## config.mk

```make
export PLATFORM = sky130hd
export DESIGN_NAME = fanTachMonitor
export DESIGN_NICKNAME = d
export VERILOG_FILES = /design/src/rtl/fanTachPkg.sv /design/src/rtl/tachControl.sv /design/src/rtl/tachDatapath.sv /design/src/rtl/fanTachMonitor.sv
export SDC_FILE = /design/constraint.sdc
export NUM_CORES = 1
export LEC_CHECK = 0
export CAP_MARGIN = 20
export CELL_PAD_IN_SITES_DETAIL_PLACEMENT = 1
export CELL_PAD_IN_SITES_GLOBAL_PLACEMENT = 2
export CORE_MARGIN = 5
export CORE_UTILIZATION = 36
export DETAILED_ROUTE_END_ITERATION = 10
export GPL_TIMING_DRIVEN = 0
export PLACE_DENSITY = 0.87
export SKIP_CTS_REPAIR_TIMING = 1
export SLEW_MARGIN = 25
export SYNTH_ARGS = -nofsm -noshare
export SYNTH_HDL_FRONTEND = slang
export SYNTH_SLANG_ARGS = --single-unit
```

## constraint.sdc

```tcl
create_clock -name clk -period 4.15 [get_ports clk]
set_clock_uncertainty 0.05 [all_clocks]
set_input_delay 0.6225 -clock clk [delete_from_list [all_inputs] [get_ports clk]]
set_output_delay 0.6225 -clock clk [all_outputs]
set_load 0.02 [all_outputs]
```

## src/rtl/fanTachPkg.sv

```systemverilog
package fanTachPkg;

  typedef struct packed {
    logic restart;
    logic capture;
    logic saturate;
  } tachStrobes_t;

  typedef struct packed {
    logic countTick;
    logic cntFull;
  } tachFlags_t;

  typedef enum logic {
    ST_ARM     = 1'b0,
    ST_MEASURE = 1'b1
  } tachState_t;

endpackage

```

## src/rtl/tachControl.sv

```systemverilog
module tachControl
  import fanTachPkg::*;
(
  input  logic         clk,
  input  logic         rstN,
  input  logic         tachIn,
  input  tachFlags_t   flags,
  output tachStrobes_t strobes
);

  logic syncA, syncB, syncPrev;
  logic tachRise;
  tachState_t state, stateNext;
  logic phase, phaseNext;

  // two-flop synchronizer followed by a rising-edge detector
  always_ff @(posedge clk or negedge rstN) begin
    if (!rstN) begin
      syncA    <= 1'b0;
      syncB    <= 1'b0;
      syncPrev <= 1'b0;
    end else begin
      syncA    <= tachIn;
      syncB    <= syncA;
      syncPrev <= syncB;
    end
  end

  assign tachRise = syncB & ~syncPrev;

  always_comb begin
    strobes   = '0;
    stateNext = state;
    phaseNext = phase;
    if (tachRise) begin
      if (state == ST_ARM) begin
        strobes.restart = 1'b1;
        stateNext       = ST_MEASURE;
        phaseNext       = 1'b0;
      end else if (!phase) begin
        phaseNext = 1'b1;
      end else begin
        strobes.capture = 1'b1;
        strobes.restart = 1'b1;
        phaseNext       = 1'b0;
      end
    end else if (flags.countTick && flags.cntFull) begin
      strobes.saturate = 1'b1;
      strobes.restart  = 1'b1;
      stateNext        = ST_ARM;
      phaseNext        = 1'b0;
    end
  end

  always_ff @(posedge clk or negedge rstN) begin
    if (!rstN) begin
      state <= ST_ARM;
      phase <= 1'b0;
    end else begin
      state <= stateNext;
      phase <= phaseNext;
    end
  end

endmodule

```

## src/rtl/tachDatapath.sv

```systemverilog
module tachDatapath
  import fanTachPkg::*;
#(
  parameter int BASE_TICK_CYCLES = 1067,
  parameter int COUNT_W          = 8,
  parameter int DIV_W            = 3
) (
  input  logic               clk,
  input  logic               rstN,
  input  tachStrobes_t       strobes,
  input  logic [DIV_W-1:0]   divSel,
  input  logic [COUNT_W-1:0] limit,
  input  logic               statusRead,
  output tachFlags_t         flags,
  output logic [COUNT_W-1:0] fanCount,
  output logic               countUpdate,
  output logic               statusBit
);

  localparam int PRE_W    = $clog2(BASE_TICK_CYCLES + 1);
  localparam int DIVCNT_W = (2 ** DIV_W) - 1;
  localparam logic [PRE_W-1:0]   PRE_LAST = PRE_W'(BASE_TICK_CYCLES - 1);
  localparam logic [COUNT_W-1:0] CNT_MAX  = {COUNT_W{1'b1}};

  logic [PRE_W-1:0]    preCnt;
  logic [DIVCNT_W-1:0] divCnt;
  logic [DIVCNT_W-1:0] divMask;
  logic [COUNT_W-1:0]  cnt;
  logic [COUNT_W-1:0]  newCount;
  logic                baseTick, countTick, publish, overLimit;

  assign divMask   = DIVCNT_W'((32'd1 << divSel) - 32'd1);
  assign baseTick  = (preCnt == PRE_LAST);
  assign countTick = baseTick && (divCnt >= divMask);

  assign flags.countTick = countTick;
  assign flags.cntFull   = (cnt == CNT_MAX);

  // base prescaler: one tick every BASE_TICK_CYCLES clocks
  always_ff @(posedge clk or negedge rstN) begin
    if (!rstN)                preCnt <= '0;
    else if (strobes.restart) preCnt <= '0;
    else if (baseTick)        preCnt <= '0;
    else                      preCnt <= preCnt + 1'b1;
  end

  // divisor stage: passes every 2^divSel-th base tick
  always_ff @(posedge clk or negedge rstN) begin
    if (!rstN)                divCnt <= '0;
    else if (strobes.restart) divCnt <= '0;
    else if (countTick)       divCnt <= '0;
    else if (baseTick)        divCnt <= divCnt + 1'b1;
  end

  // period counter, saturating
  always_ff @(posedge clk or negedge rstN) begin
    if (!rstN)                            cnt <= '0;
    else if (strobes.restart)             cnt <= '0;
    else if (countTick && cnt != CNT_MAX) cnt <= cnt + 1'b1;
  end

  // a tick landing on the closing edge still belongs to the revolution
  always_comb begin
    if (strobes.saturate)                 newCount = CNT_MAX;
    else if (countTick && cnt != CNT_MAX) newCount = cnt + 1'b1;
    else                                  newCount = cnt;
  end

  assign publish   = strobes.capture | strobes.saturate;
  assign overLimit = (newCount > limit) || (newCount == CNT_MAX);

  always_ff @(posedge clk or negedge rstN) begin
    if (!rstN) begin
      fanCount    <= '0;
      countUpdate <= 1'b0;
    end else begin
      countUpdate <= publish;
      if (publish) fanCount <= newCount;
    end
  end

  always_ff @(posedge clk or negedge rstN) begin
    if (!rstN)                     statusBit <= 1'b0;
    else if (publish && overLimit) statusBit <= 1'b1;
    else if (statusRead)           statusBit <= 1'b0;
  end

endmodule

```

## src/rtl/fanTachMonitor.sv

```systemverilog
module fanTachMonitor
  import fanTachPkg::*;
#(
  parameter int NUM_FANS         = 5,
  parameter int BASE_TICK_CYCLES = 1067,
  parameter int COUNT_W          = 8,
  parameter int DIV_W            = 3
) (
  input  logic                        clk,
  input  logic                        rstN,
  input  logic [NUM_FANS-1:0]         tachIn,
  input  logic [NUM_FANS*DIV_W-1:0]   divSel,
  input  logic [NUM_FANS*COUNT_W-1:0] limit,
  input  logic [NUM_FANS-1:0]         intMask,
  input  logic                        statusRead,
  output logic [NUM_FANS*COUNT_W-1:0] fanCount,
  output logic [NUM_FANS-1:0]         countUpdate,
  output logic [NUM_FANS-1:0]         intStatus,
  output logic                        irq
);

  for (genvar f = 0; f < NUM_FANS; f++) begin : genFan
    tachStrobes_t strobes;
    tachFlags_t   flags;

    tachControl u_ctrl (
      .clk     (clk),
      .rstN    (rstN),
      .tachIn  (tachIn[f]),
      .flags   (flags),
      .strobes (strobes)
    );

    tachDatapath #(
      .BASE_TICK_CYCLES (BASE_TICK_CYCLES),
      .COUNT_W          (COUNT_W),
      .DIV_W            (DIV_W)
    ) u_dp (
      .clk         (clk),
      .rstN        (rstN),
      .strobes     (strobes),
      .divSel      (divSel[f*DIV_W +: DIV_W]),
      .limit       (limit[f*COUNT_W +: COUNT_W]),
      .statusRead  (statusRead),
      .flags       (flags),
      .fanCount    (fanCount[f*COUNT_W +: COUNT_W]),
      .countUpdate (countUpdate[f]),
      .statusBit   (intStatus[f])
    );
  end

  assign irq = |(intStatus & intMask);

endmodule

```

==> impl_results.md <==
* Vias/cell at 5.08
* Critical path endpoint category: register
* Syn_area_per_cell at 9.31 sq um
* Core Box Area at 32400 sq um
* Io pins at 119
* Clock Latency Late Sink at 0.51 ns
* Max FO, Critical Path at 8
* Post-DP Area at 13800 sq um
* Post-route cell area at 15200 sq um
* Root buf cell: clkbuf_16
* Nets at 1622
* Async S/R FF share, synth at 100%
* Slew Limit Fails at 0
* Violated checks: negative setup slack
* IO buf count at 118
* Synth Area in Compound Gates at 10.5%
* CTS tree: yes
* Pre-CTS WS at -1.14 ns
* Per-cell routed wire length at 16.7 um
* Data required, critical path at 4.47 ns
* Synth Warn # at 0
* #FFs+latches synth at 205
* Initial drt markers at 356
* Drt pass-1 iters at 4
* Die Wd at 191 um
* First-pass GRT wire length at 51900 um
* Unique masters post-synth at 66
* # DRC at 0
* Die area at 36400 sq um
* Critical path type: in -> reg
* Reg-to-Reg End: genFan[1].u_dp.statusBit
* R2r startpoint: genFan[1].u_dp.preCnt[0]
* Initial antenna violation count at 3
* Routability Congestion at 0.777
* CP endpoint: genFan[4].u_dp.statusBit
* Vias in the first global route at 10400
* H-tree levels at 1
* CP arrival at 4.49 ns
* Worst-path clk slew at 0.06 ns
* CP Launch Point: divSel[13]
* Cts bufs inserted at 25
* Synth Area in Adders at 10.6%
* Detail Route Antenna Nets at 0
* Max-Cap Viols at 0
* Synthesized area at 11800 sq um
* Post-Synth XOR/XNOR Area at 7.73%
* Layout area overhead at 29.1%
* Post-layout min period at 4.16 ns
* Max clock buf depth at 3
* FILL cells at 3721
* Final period util at 100%
* Synthesized net count at 1432
* Worst setup margin at -0.0138 ns
* Ant. Diodes at 0
* Final Hold Viols at 0
* Status: complete, but fails checks
* Detailed placement HPWL at 23300 um
* R2R setup slack at 0.41 ns
* All-layer global routing usage at 17.0%
* Share of cells above drive strength 1 at 13.3%
* Grt ovf at 0
* Critical path launch point type: input pin
* Worst slew pin tran at 0.591 ns
* Initial Util at 36.3%
* Reg2Reg Depth at 16
* Final Routed Wirelength at 31900 um
* Worst Hold Class: reg -> reg
* CTS sink cnt at 205
* Die Span Y at 191 um
* Ys flop type: dfrtp_1
* DR vias at 9694
* Worst VDD drop at 244 uV
* Endpoints failing setup at 2
* Mux contribution to synthesized area at 0.861%
* Fmax at 240 MHz
* Post-synthesis sequential area ratio at 43.6%
* Sequential cell area at 5130 sq um
* Design Power at 5.65 mW
* Multi-input logic area at 6720 sq um
* Fin Hold WS at 0.297 ns
* Main combinational cell family by area after synthesis: simple AND/OR/NAND/NOR gates
* Post-Synth Simple-Gate Area at 22.3%
* Mapped Cells at 1264
* Leakage at 7.20 nW
* Slew headroom at 60.2%
* Pwr dens at 372 nW/um^2
* Pin count of the biggest net entering global routing at 88
* Row count at 66
* RSZ-0062 raised after global routing: true
* Post-synth EDFFs at 0
-- synth_stat cells, drive strengths merged, types with 3 or more instances --
cell      n  share of area, %
and3     25               1.3
nand3    79               3.4
a21oi    89               3.8
inv      88               2.8
o22ai     4              0.21
o211ai    7              0.45
nand2    79               2.6
nor3     19              0.81
nand4    32               1.8
and4     19               1.4
a21o     17               1.1
nand2b   17              0.90
a41o      4              0.34
o22a      8              0.60
xor2     63               4.8
or3      10              0.53
or2       7              0.37
nor2b    27               1.4
clkbuf   19              0.61
buf      16              0.94
a41oi     3              0.35
nor3b     5              0.32
a31o      5              0.37
nor2    187               6.0
and2      5              0.27
a32oi     3              0.22
ha      100                11
a221o     3              0.26
xnor2    40               3.0
mux2i     9              0.77
nor4bb    3              0.26
dfrtp   205                44
nor4      6              0.48
o21a      4              0.26
o21ai    33               1.4
-- final cells by class --
type / count / share of cell area [%]
multi-input cells: 935 / 44.2
flip-flops and latches: 205 / 33.8
repair buffers: 164 / 10.1
clock buffers: 36 / 4.52
well taps: 442 / 3.64
inverters: 89 / 2.20
plain buffers: 34 / 1.24
clock inverters: 4 / 0.296
-- per-layer routing --
metal / up-vias / global-route usage, % / wire length [um]
met3: 43 / 3.11 / 1580
li1: 4744 / - / -
met2: 152 / 29.6 / 15500
met1: 4749 / 22.5 / 14200
met5: - / 0 / 47
met4: 6 / 2.87 / 491
-- power by group --
| group | total (mW) | internal (mW) | switching, mW |
|---|---|---|---|
| Sequential | 2.47 | 2.24 | 0.225 |
| Clock | 2.01 | 1.20 | 0.813 |
| Combinational | 1.17 | 0.554 | 0.618 |
-- critical path, stage by stage --
cell	delay, ns
buf_2	0.14
or3_4	0.41
ha_4	0.20
a21o_1	0.15
a21oi_1	0.17
ha_1	0.27
a21o_1	0.16
a221o_1	0.37
a41oi_4	0.36
nor2_2	0.09
nand4_1	0.17
mux2i_4	0.29
inv_1	0.10
ha_4	0.28
nand4_1	0.12
or2_4	0.27
a32oi_1	0.20
o41ai_1	0.10
-- flip-flops by register name, indices dropped and copies added, names as in the netlist --
name	cells
genFan.u_ctrl.syncB	5
genFan.u_ctrl.syncPrev	5
genFan.u_ctrl.state	5
genFan.u_dp.cnt	40
genFan.u_dp.countUpdate	5
genFan.u_ctrl.phase	5
genFan.u_dp.preCnt	55
genFan.u_ctrl.syncA	5
genFan.u_dp.fanCount	40
genFan.u_dp.statusBit	5
genFan.u_dp.divCnt	35
-- metrics by stage --
step | TNS, ns | utilization, % | std cells
final | -0.0226 | 46.9 | 1909
after global routing | -0.507 | 46.9 | 1909
after CTS | -2.85 | 44.8 | 1866
after detailed placement | -31.23 | 42.6 | 1826
after global placement | -1367.85 | 42.4 | 1824
after floorplan | -0.0666 | - | 1264
-- worst min path at each step --
stage / start / endpoint / slack (ns) / depth (start not counted)
final: genFan[1].u_ctrl.syncA / genFan[1].u_ctrl.syncB / 0.30 / 0
after CTS: rstN / genFan[0].u_dp.divCnt[6] / -0.06 / 1
after global routing: genFan[1].u_ctrl.syncA / genFan[1].u_ctrl.syncB / 0.30 / 0
after detailed placement: genFan[1].u_ctrl.syncA / genFan[1].u_ctrl.syncB / 0.29 / 0
after floorplan: rstN / genFan[0].u_ctrl.phase / 0.28 / 0
after global placement: genFan[2].u_ctrl.syncA / genFan[2].u_ctrl.syncB / 0.28 / 0
-- cell families (layout without fill, tap and decap cells) --
| family | after synthesis | after routing |
|---|---|---|
| adder cells (fa/ha/maj) | 100 | 100 |
| AO/OA/AOI/OAI | 197 | 197 |
| AND/OR/NAND/NOR | 525 | 525 |
| flip-flops | 205 | 205 |
| buffers and inverters | 124 | 327 |
| multiplexers | 10 | 10 |
| XOR/XNOR | 103 | 103 |
-- cell usage in the layout (no fill, tap or decap), types with 5 or more instances in the layout --
cell type        instances
dfrtp_1                205
nor2_1                 183
clkdlybuf4s50_1        102
ha_1                    88
inv_1                   87
a21oi_1                 83
nand2_1                 77
nand3_1                 75
xor2_1                  56
buf_4                   51
xnor2_1                 34
nand4_1                 31
nor2b_1                 27
clkbuf_1                26
clkbuf_16               25
and3_1                  23
and4_1                  19
a21o_1                  17
o21ai_0                 16
nand2b_1                16
o21ai_1                 15
ha_4                    12
nor3_1                  10
o22a_1                   8
buf_2                    8
o211ai_1                 7
clkbuf_2                 7
nor3_2                   6
xnor2_2                  6
or3_4                    5
or3_1                    5
nor3b_1                  5
a21oi_2                  5
mux2i_1                  5
(Power assumes the default switching activity.)
